<file path="src/rtl/gpio_bank_pkg.sv">
// Shared definitions for the GPIO bank.
// Assumes a 2-bit register address. Address 3 is unmapped.
package gpio_bank_pkg;

    localparam int ADDR_W = 2;

    typedef enum logic [ADDR_W-1:0] {
        SEL_PORT  = 2'd0,
        SEL_LATCH = 2'd1,
        SEL_DIR   = 2'd2,
        SEL_NONE  = 2'd3
    } gpio_sel_e;

endpackage

</file>
<file path="src/rtl/gpio_sync.sv">
// Multi-stage synchronizer for a vector of asynchronous pad inputs.
// Assumes STAGES >= 2. Each bit is synchronized on its own, so the bits
// are not guaranteed to be coherent with each other.
module gpio_sync #(
    parameter int WIDTH  = 8,
    parameter int STAGES = 2
) (
    input  logic             clk,
    input  logic             rst_n,
    input  logic [WIDTH-1:0] async_in,
    output logic [WIDTH-1:0] sync_out
);

    localparam int LAST = STAGES - 1;

    logic [WIDTH-1:0] stage_q [STAGES];

    // Shift the inputs through the flop chain, clearing it on reset.
    always_ff @(posedge clk) begin
        if (!rst_n) begin
            for (int k = 0; k < STAGES; k++) stage_q[k] <= '0;
        end else begin
            stage_q[0] <= async_in;
            for (int k = 1; k < STAGES; k++) stage_q[k] <= stage_q[k-1];
        end
    end

    assign sync_out = stage_q[LAST];

endmodule

</file>
<file path="src/rtl/gpio_regs.sv">
// Direction and output-latch registers with the bus read multiplexer.
// Assumes a single-cycle write strobe. Port (0) and latch (1) writes both
// load the latch. Reads are combinational.
module gpio_regs
    import gpio_bank_pkg::*;
#(
    parameter int WIDTH = 8
) (
    input  logic              clk,
    input  logic              rst_n,
    input  logic [ADDR_W-1:0] addr,
    input  logic              wr,
    input  logic [WIDTH-1:0]  wdata,
    input  logic [WIDTH-1:0]  port_val,
    output logic [WIDTH-1:0]  rdata,
    output logic [WIDTH-1:0]  lat_q,
    output logic [WIDTH-1:0]  dir_q
);

    gpio_sel_e sel;
    assign sel = gpio_sel_e'(addr);

    // Update the output latch on port or latch writes. Reset value is zero.
    always_ff @(posedge clk) begin
        if (!rst_n)
            lat_q <= '0;
        else if (wr && (sel == SEL_PORT || sel == SEL_LATCH))
            lat_q <= wdata;
    end

    // Update the direction register. Reset value makes every pin an input.
    always_ff @(posedge clk) begin
        if (!rst_n)
            dir_q <= '1;
        else if (wr && sel == SEL_DIR)
            dir_q <= wdata;
    end

    // Select the read source for the current address.
    always_comb begin
        unique case (sel)
            SEL_PORT:  rdata = port_val;
            SEL_LATCH: rdata = lat_q;
            SEL_DIR:   rdata = dir_q;
            default:   rdata = '0;
        endcase
    end

endmodule

</file>
<file path="src/rtl/gpio_padmux.sv">
// Chooses the pad driver controls, either from the registers or from the
// slave-port path. Assumes a direction bit of 1 means input. Each pin has
// its own generated selection cell.
module gpio_padmux #(
    parameter int WIDTH = 8
) (
    input  logic             slave_mode,
    input  logic             sp_rd,
    input  logic [WIDTH-1:0] sp_dout,
    input  logic [WIDTH-1:0] lat_q,
    input  logic [WIDTH-1:0] dir_q,
    output logic [WIDTH-1:0] pad_oe,
    output logic [WIDTH-1:0] pad_out
);

    for (genvar i = 0; i < WIDTH; i++) begin : g_pin
        // Pick the enable and data for one pin from the active owner.
        always_comb begin
            if (slave_mode) begin
                pad_oe[i]  = sp_rd;
                pad_out[i] = sp_dout[i];
            end else begin
                pad_oe[i]  = ~dir_q[i];
                pad_out[i] = lat_q[i];
            end
        end
    end

endmodule

</file>
<file path="src/rtl/gpio_bank.sv">
// Top level of the bidirectional GPIO bank. It ties together the input
// synchronizer, the register file and the pad output selection.
// Assumes the pad_in signals are asynchronous to clk.
module gpio_bank
    import gpio_bank_pkg::*;
#(
    parameter int WIDTH       = 8,
    parameter int SYNC_STAGES = 2
) (
    input  logic              clk,
    input  logic              rst_n,
    input  logic [ADDR_W-1:0] bus_addr,
    input  logic              bus_wr,
    input  logic [WIDTH-1:0]  bus_wdata,
    output logic [WIDTH-1:0]  bus_rdata,
    input  logic [WIDTH-1:0]  pad_in,
    output logic [WIDTH-1:0]  pad_oe,
    output logic [WIDTH-1:0]  pad_out,
    input  logic              slave_mode,
    input  logic              sp_rd,
    input  logic [WIDTH-1:0]  sp_dout,
    output logic [WIDTH-1:0]  sp_din
);

    logic [WIDTH-1:0] pin_sync;
    logic [WIDTH-1:0] lat_q;
    logic [WIDTH-1:0] dir_q;

    gpio_sync #(.WIDTH(WIDTH), .STAGES(SYNC_STAGES)) u_sync (
        .clk      (clk),
        .rst_n    (rst_n),
        .async_in (pad_in),
        .sync_out (pin_sync)
    );

    gpio_regs #(.WIDTH(WIDTH)) u_regs (
        .clk      (clk),
        .rst_n    (rst_n),
        .addr     (bus_addr),
        .wr       (bus_wr),
        .wdata    (bus_wdata),
        .port_val (pin_sync),
        .rdata    (bus_rdata),
        .lat_q    (lat_q),
        .dir_q    (dir_q)
    );

    gpio_padmux #(.WIDTH(WIDTH)) u_padmux (
        .slave_mode (slave_mode),
        .sp_rd      (sp_rd),
        .sp_dout    (sp_dout),
        .lat_q      (lat_q),
        .dir_q      (dir_q),
        .pad_oe     (pad_oe),
        .pad_out    (pad_out)
    );

    assign sp_din = pin_sync;

endmodule

</file>
<file path="config.mk">
export PLATFORM = sky130hd
export DESIGN_NAME = gpio_bank
export DESIGN_NICKNAME = d
export VERILOG_FILES = /design/src/rtl/gpio_bank_pkg.sv /design/src/rtl/gpio_sync.sv /design/src/rtl/gpio_regs.sv /design/src/rtl/gpio_padmux.sv /design/src/rtl/gpio_bank.sv
export SDC_FILE = /design/constraint.sdc
export NUM_CORES = 1
export LEC_CHECK = 0
export BUFFER_PORTS_ARGS = -buffer_cell sky130_fd_sc_hd__buf_4
export CORE_MARGIN = 2
export CORE_UTILIZATION = 44
export CTS_BUF_LIST = sky130_fd_sc_hd__clkbuf_4 sky130_fd_sc_hd__clkbuf_8
export CTS_CLUSTER_DIAMETER = 30
export DETAILED_ROUTE_END_ITERATION = 10
export GPL_TIMING_DRIVEN = 1
export PLACE_DENSITY = 0.85
export SYNTH_ARGS = -nofsm -noshare
export SYNTH_HDL_FRONTEND = slang
export SYNTH_SLANG_ARGS = --single-unit
</file>
<file path="constraint.sdc">
create_clock -name clk -period 0.9 [get_ports clk]
set_input_delay 0.18 -clock clk [delete_from_list [all_inputs] [get_ports clk]]
set_output_delay 0.18 -clock clk [all_outputs]
set_load 0.05 [all_outputs]
</file>
Word level (Yosys, flattened, before mapping)
Memories as Yosys holds them, arrays and structs flattened.
Index checks and enable logic that the tools add are counted.
{"block": "word_totals", "inputBits": 31, "register_bits": 16, "out_inout_bits": 32, "ramBits": 16, "word_cells": 40, "mem_count": 1}
{"memory": "u_sync.stage_q", "depth": 2, "width": 8, "read_ports": 2, "rd_ports_with_merged_regs": 0, "write_ports": 2, "line": "gpio_sync.sv:16", "source": "logic [WIDTH-1:0] stage_q [STAGES];"}
{"block": "classes", "bitwise_logic": 10, "n_reduce_logical": 4, "eq_ne": 2, "muxes": 21}
{"cell": "one-hot mux 8 bit (3 select lines)", "count": 1}
{"cell": "2-to-1 mux 1 bit", "count": 18}
{"cell": "2-to-1 mux 8 bit", "count": 2}
{"cell": "inverter 1 bit", "count": 8}
{"cell": "equality test 2 x 1 -> 1 bit (second input constant)", "count": 1}
{"cell": "equality test 2 bit (second input constant)", "count": 1}
{"cell": "logical AND 1 bit", "count": 2}
{"cell": "logical NOT 2 bit", "count": 1}
{"cell": "bitwise OR 1 bit", "count": 2}
{"cell": "logical OR 1 bit", "count": 1}

Depth between registers and ports, before layout
Gate-level depths: netlist (run 1).
{"block": "logic_depth", "depth_word": 3, "mapped_depth": 5, "mapped_depth_nobuf": 3}

By module
From an unflattened synthesis (run 1), not the netlist that was laid out.
{"block": "hier_totals", "cells_unflattened": 151, "area_unflattened_um2": 1496.4}
{"mod": "gpio_regs", "cells_per_inst": 90, "area_per_inst_um2": 775.7, "instances": 1}
{"mod": "gpio_sync", "cells_per_inst": 41, "area_per_inst_um2": 506.7, "instances": 1}
{"mod": "gpio_padmux", "cells_per_inst": 20, "area_per_inst_um2": 214.0, "instances": 1}

Least setup slack after synthesis (run 1)
No wires, ideal clock.
{"block": "synth_timing", "path_kind": "input to output", "startpoint": "input bus_addr[0]", "endpoint": "output bus_rdata[0]", "required_ns": 0.720, "setup_slack_ns": -0.797, "arrival_ns": 1.517, "stages": 3, "n_path_buf": 1, "cell_sequence": "buf_6 -> mux2i_1 -> o21ai_0"}
{"block": "synth_via", "elab_chain_len": 2, "elab_cells_between_ends": 4}
{"item": "from (decl)", "line": "gpio_bank.sv:12", "source": "input logic [ADDR_W-1:0] bus_addr,"}
{"item": "equality test 2 bit (tied with other cells)", "line": "gpio_regs.sv:41", "source": "unique case (sel)"}
{"item": "one-hot mux 8 bit (3 select lines) (*)", "line": "gpio_regs.sv:41"}
{"item": "to (decl)", "line": "gpio_bank.sv:15", "source": "output logic [WIDTH-1:0] bus_rdata,"}
Mark *: on every way between the ends. The rest lies on a longest branch, timed or not.

Worst setup path after layout (run 1)
{"block": "layout_timing", "startpoint": "register u_regs.lat_q[4]", "endpoint": "output pad_out[4]"}
{"block": "layout_via", "elab_chain_len": 1}
{"item": "from (decl)", "line": "gpio_regs.sv:16", "source": "output logic [WIDTH-1:0] lat_q,"}
{"item": "from (signal assigned)", "line": "gpio_regs.sv:28", "source": "lat_q <= wdata;"}
{"item": "2-to-1 mux 1 bit", "line": "gpio_padmux.sv:19", "source": "if (slave_mode) begin"}
{"item": "to (decl)", "line": "gpio_bank.sv:18", "source": "output logic [WIDTH-1:0] pad_out,"}
Every way passes these cells.

==> results of run 1 <==
==> registers in the layout (all words and copies together) (netlist names) <==
name,flops
u_sync.stage_q,16
u_regs.lat_q,8
u_regs.dir_q,8
==> power by group <==
group	switching (mW)	leakage, nW	internal [mW]	total [mW]
combinational	0.666	0.818	0.538	1.20
sequential	0.0625	0.270	1.48	1.54
clock	0.495	0.0456	0.612	1.11
total	1.22	1.13	2.63	3.85
==> per-layer routing <==
layer	track usage	up-vias	wire [um]
li1	-	653	-
met1	0.2801	639	1645
met2	0.4255	47	2359
met3	0.06303	9	235
met4	0.1094	0	101
met5	0	-	0
==> area by class of cell <==
cell class	count	area (um^2)	area share
timing repair buffer	77	815.8	0.3156
multi-input combinational	110	940.9	0.3640
clock buffer	6	45.04	0.01742
sequential	32	693.2	0.2682
clock inverter	2	35.03	0.01355
tap	44	55.05	0.02130
==> layout by cell type, fill, tap and decap left out, types with 9 or more instances in the layout <==
cell type and instances:
and2_1 16, o21ai_4 16, dfxtp_2 15, buf_4 36, buf_8 20, dfxtp_4 9, nand2_1 40, buf_6 20
==> path summary, 6_finish.rpt <==
check / endpoint / depth (start not counted) / from / slack (ps)
worst max-delay path: pad_out[4] / 3 / u_regs.lat_q[4] / -500
worst max register to register: u_regs.lat_q[0] / 4 / u_regs.lat_q[0] / 80
worst min register to register: u_sync.stage_q[0][11] / 1 / u_sync.stage_q[0][3] / 440
worst min-delay path: u_sync.stage_q[0][4] / 2 / pad_in[4] / 50
==> per-stage QoR <==
step	utilization	hold slack [ps]	power (mW)	cell area [um^2]
floorplan	-	302.6	2.284	1675
global placement	0.6947	386.9	2.555	2138
CTS	0.8179	34.78	3.843	2517
global route	0.8398	41.21	4.018	2585
finish	0.8398	54.62	3.851	2585
detailed placement	0.6947	394.2	2.578	2138
==> worst max-delay path, cell delays in order, from the launching register on <==
cell,delay (ps)
dfxtp_2,350
buf_6,110
mux2_4,270
buf_8,150
==> cells by family (layout without fill, tap and decap cells) <==
logic type             Yosys count  count (layout)
buffers and inverters           19              85
AND/OR/NAND/NOR                 70              70
flip-flops                      32              32
AO/OA/AOI/OAI                   24              24
multiplexers                    16              16
==> repair_timing <==
action	4_1_cts	5_1_grt
setup endpoints to repair	32	32
pin swaps	8	0
setup buffers	1	5
resized for setup	95	17
==> metrics.cfg, run 1 <==
[clocking]
cts-htree-levels=2
cts_buffer_depth=2
cts_tree=built
cts-root-buf=clkbuf_4
cts_sinks=32
clk_latency_ps=330
hold_buffers=0
clk_pin_slew_ps=110
cts_buffers=5

[floorplan]
ios=63
num_rows=20
die_w_um=61.34
coreArea_um2=3078
die_area_um2=3762
die_h_um=61.34
initial_utilization=0.4699

[placement]
place_inst=263
gp_congestion=0.7345
post-place-ws_ps=-261.9
portBuffers=62
dp_hpwl_um=2729

[synth]
synthTopCellsByArea=dfxtp_1, nand2_1, and2_1
yosys_warnings=0
netlist-cell-type-count=17
synth_simple_gate_area_frac=0.2422
yosysTopAreaCellShare=0.4429
synth_cells=161
ys_seq_area_frac=0.4429
postSynth.asyncResetShare=0
synth_commonest_cells=nand2_1, dfxtp_1, and2_1, o21ai_0, buf_4
synth_area_per_cell_um2=8.984
yosysMostFrequentCell=nand2_1
synth-compound-area-share=0.09689
synthFlopType=dfxtp_1
syn_nets=192
synth_mux_area_frac=0.1176
synth_xor_area_frac=0
synth_top_family_by_area=simple AND/OR/NAND/NOR gates
synth_fa_ha_area_frac=0
syn-cell-area_um2=1446
synth_top_area_cell=dfxtp_1
ys_ff_latch=32
synth_edf_count=0

[route]
routed_wl_um=4342
via_count=1348
wl_per_cell_um=16.02
ant_nets=0
first_pass_iters=4
drc=0
drtIter0Drc=42
vias_per_cell=4.974

[worst_hold_path]
hold_path_class=in -> reg

[job]
drv_cap=0

[sta]
setup_viol=32
hold_viol=0
fmax_mhz=714.0
finalCriticalPeriod_ps=1401
maxSlewHeadroom=0.7938
tightest_slew_ps=300.7
fin_ws_ps=-500.6
rsz0062_at_grt=yes
slew_violations=0
finClkSkew_ps=1.968
min_period_over_period=1.556
setup_tns_ps=-10270

[finish]
diodes=0
filler_cell_count=173
fin_cells=271
area_growth_syn_to_layout_pct=78.72
nets=257
drive_gt1_frac=0.6256

[worst_setup_path]
arrival_ps=1220
cp.required_ps=720
crit_fanout=2
path_class=reg -> out
start_kind=register
critPathCaptureType=output pin

[run_status]
violations=setup timing
status=finished, violations left

[global_route]
grt_antenna_before_repair=0
grt_pass1_wl_um=6506
grt_util_all_layers=0.2438
grt_start_max_net_pins=33
first_global_vias=1370
overflow=0

[power_and_ir_drop]
p_leak_nw=1.133
irDropWorstVdd_mv=1.261
power-per-cell-area_nw_per_um2=1490

No activity file was read; power rests on OpenSTA's default activity.
==> inputs of run 2 (changes only) <==
--- a/config.mk
+++ b/config.mk
@@ -12,6 +12,7 @@
 export CTS_CLUSTER_DIAMETER = 30
 export DETAILED_ROUTE_END_ITERATION = 10
 export GPL_TIMING_DRIVEN = 1
+export HOLD_SLACK_MARGIN = 0.15
 export PLACE_DENSITY = 0.85
 export SYNTH_ARGS = -nofsm -noshare
 export SYNTH_HDL_FRONTEND = slang
==> metrics.cfg, run 2 (synthesis results as in run 1) <==
[placement]
gp_congestion=0.7345  ; unchanged
dp_hpwl_um=2729  ; unchanged
place_inst=263  ; unchanged
postPlaceCellArea_um2=2138  ; unchanged
portBuffers=62  ; unchanged

[global_route]
overflow=0  ; unchanged
grt_util_all_layers=0.2726  ; +0.02885
grt_start_max_net_pins=33  ; unchanged
first_global_vias=1522  ; +11%
grt_pass1_wl_um=7251  ; +11%
grt_antenna_before_repair=0  ; unchanged

[sta]
setup_viol=32  ; unchanged
fin_hold_ws_ps=170.3  ; +115.7 ps
tightest_slew_ps=348.1  ; +47.40 ps
setup_tns_ps=-10520  ; -246.0 ps
fmax_mhz=702.5  ; -1.6%
min_period_over_period=1.582  ; +0.02544
fin_ws_ps=-523.5  ; -22.90 ps
hold_viol=0  ; unchanged
maxSlewHeadroom=0.7679  ; -0.02587
finalCriticalPeriod_ps=1424  ; +22.90 ps
slew_violations=0  ; unchanged
rsz0062_at_grt=yes
finClkSkew_ps=1.511  ; -0.4564 ps

[clocking]
cts-htree-levels=2  ; unchanged
cts-root-buf=clkbuf_4
cts_buffer_depth=2  ; unchanged
cts_buffers=5  ; unchanged
cts_tree=built
clk_latency_ps=330  ; about the same
cts_sinks=32  ; unchanged
clk_pin_slew_ps=110  ; about the same

[floorplan]
die_h_um=61.34  ; unchanged
die_area_um2=3762  ; unchanged
ios=63  ; unchanged
initial_utilization=0.4699  ; unchanged
die_w_um=61.34  ; unchanged
num_rows=20  ; unchanged
coreArea_um2=3078  ; unchanged

[worst_setup_path]
crit_fanout=2  ; unchanged
critPathBufInv=2  ; unchanged
cpMaxStageDelayCell=dfxtp_2
worstPathCellList=buf_6, mux2_4, buf_8
cp.required_ps=720  ; about the same
cp_num_cells=3  ; unchanged
path_class=reg -> out
arrival_ps=1240  ; +20 ps
start_kind=register
rr_worst_depth=3  ; -1
critical-path-top-delay-family=flip-flops
critPathCaptureType=output pin
crit_path_max_incr_delay_ps=360  ; about the same

[worst_hold_path]
hold_path_class=in -> reg
hold_path_depth=2  ; unchanged

[finish]
final_cell_mix=nand2_1, buf_4, buf_8, buf_6
filler_cell_count=120  ; -31%
fin_cells=287  ; +5.9%
diodes=0  ; unchanged
final_area_um2=2783  ; +7.6%
largest_reg_flops=16  ; unchanged
top_register=u_sync.stage_q
top_regs=u_sync.stage_q: 16 flops, u_regs.dir_q: 8 flops, u_regs.lat_q: 8 flops
mostFrequentLayoutCell=nand2_1
area_growth_syn_to_layout_pct=92.39
drive_gt1_frac=0.5967  ; -0.02884
nets=273  ; +6.2%

[route]
ant_nets=0  ; unchanged
vias_per_cell=5.111  ; +2.8%
drtIter0Drc=51  ; +21%
routed_wl_um=5091  ; +17%
first_pass_iters=5  ; +1
wl_per_cell_um=17.74  ; +11%
via_count=1467  ; +8.8%
drc=0  ; unchanged

[power_and_ir_drop]
irDropWorstVdd_mv=1.244  ; -1.4%
power-per-cell-area_nw_per_um2=1421  ; -4.6%
power.total_mw=3.955  ; +2.7%
p_leak_nw=1.199  ; +5.8%

[run_status]
status=finished, violations left
violations=setup timing

[job]
drv_cap=0  ; unchanged

run 2: final timing paths:
check	from	to	slack, ps
worst max-delay path	u_regs.lat_q[3]	pad_out[3]	-520
worst min-delay path	rst_n	u_regs.dir_q[1]	170
worst max register to register	u_regs.lat_q[4]	u_regs.lat_q[4]	110
worst min register to register	u_sync.stage_q[0][6]	u_sync.stage_q[0][14]	440
run 2: power by group:
part | switching [mW] | internal [mW] | leakage (nW) | total [mW]
sequential | 0.0716 | 1.48 | 0.270 | 1.55
combinational | 0.696 | 0.597 | 0.883 | 1.29
clock | 0.503 | 0.612 | 0.0456 | 1.11
total | 1.27 | 2.68 | 1.20 | 3.96
run 2: repair_timing:
item / in CTS / in global routing
setup endpoints to repair: 32 / 32
endpoints found under the hold margin: 24 / 0
pin swaps: 8 / 0
hold buffers: 16 / 0
resized for setup: 95 / 25
setup buffers: 1 / 4
gates cloned: 0 / 0
run 2: layer usage:
layer  wire, um  global-route usage
met5          0                   0
met4        162              0.1520
met3        301             0.06513
met2       2687              0.4772
met1       1940              0.3028
run 2: layout make-up:
class,instances,area [um^2],share of cell area
multi-input combinational,110,960.9,0.3453
clock buffer,6,45.04,0.01619
sequential,32,695.7,0.2500
tap,44,55.05,0.01978
timing repair buffer,93,991.0,0.3561
clock inverter,2,35.03,0.01259
run 2: stage by stage:
step           utilization  setup slack (ps)
4_1_cts             0.8699            -494.6
3_5_place_dp        0.6947            -261.9
2_1_floorplan            -            -105.2
5_1_grt             0.9041            -554.3
6_report            0.9041            -523.5
3_3_place_gp        0.6947            -247.1
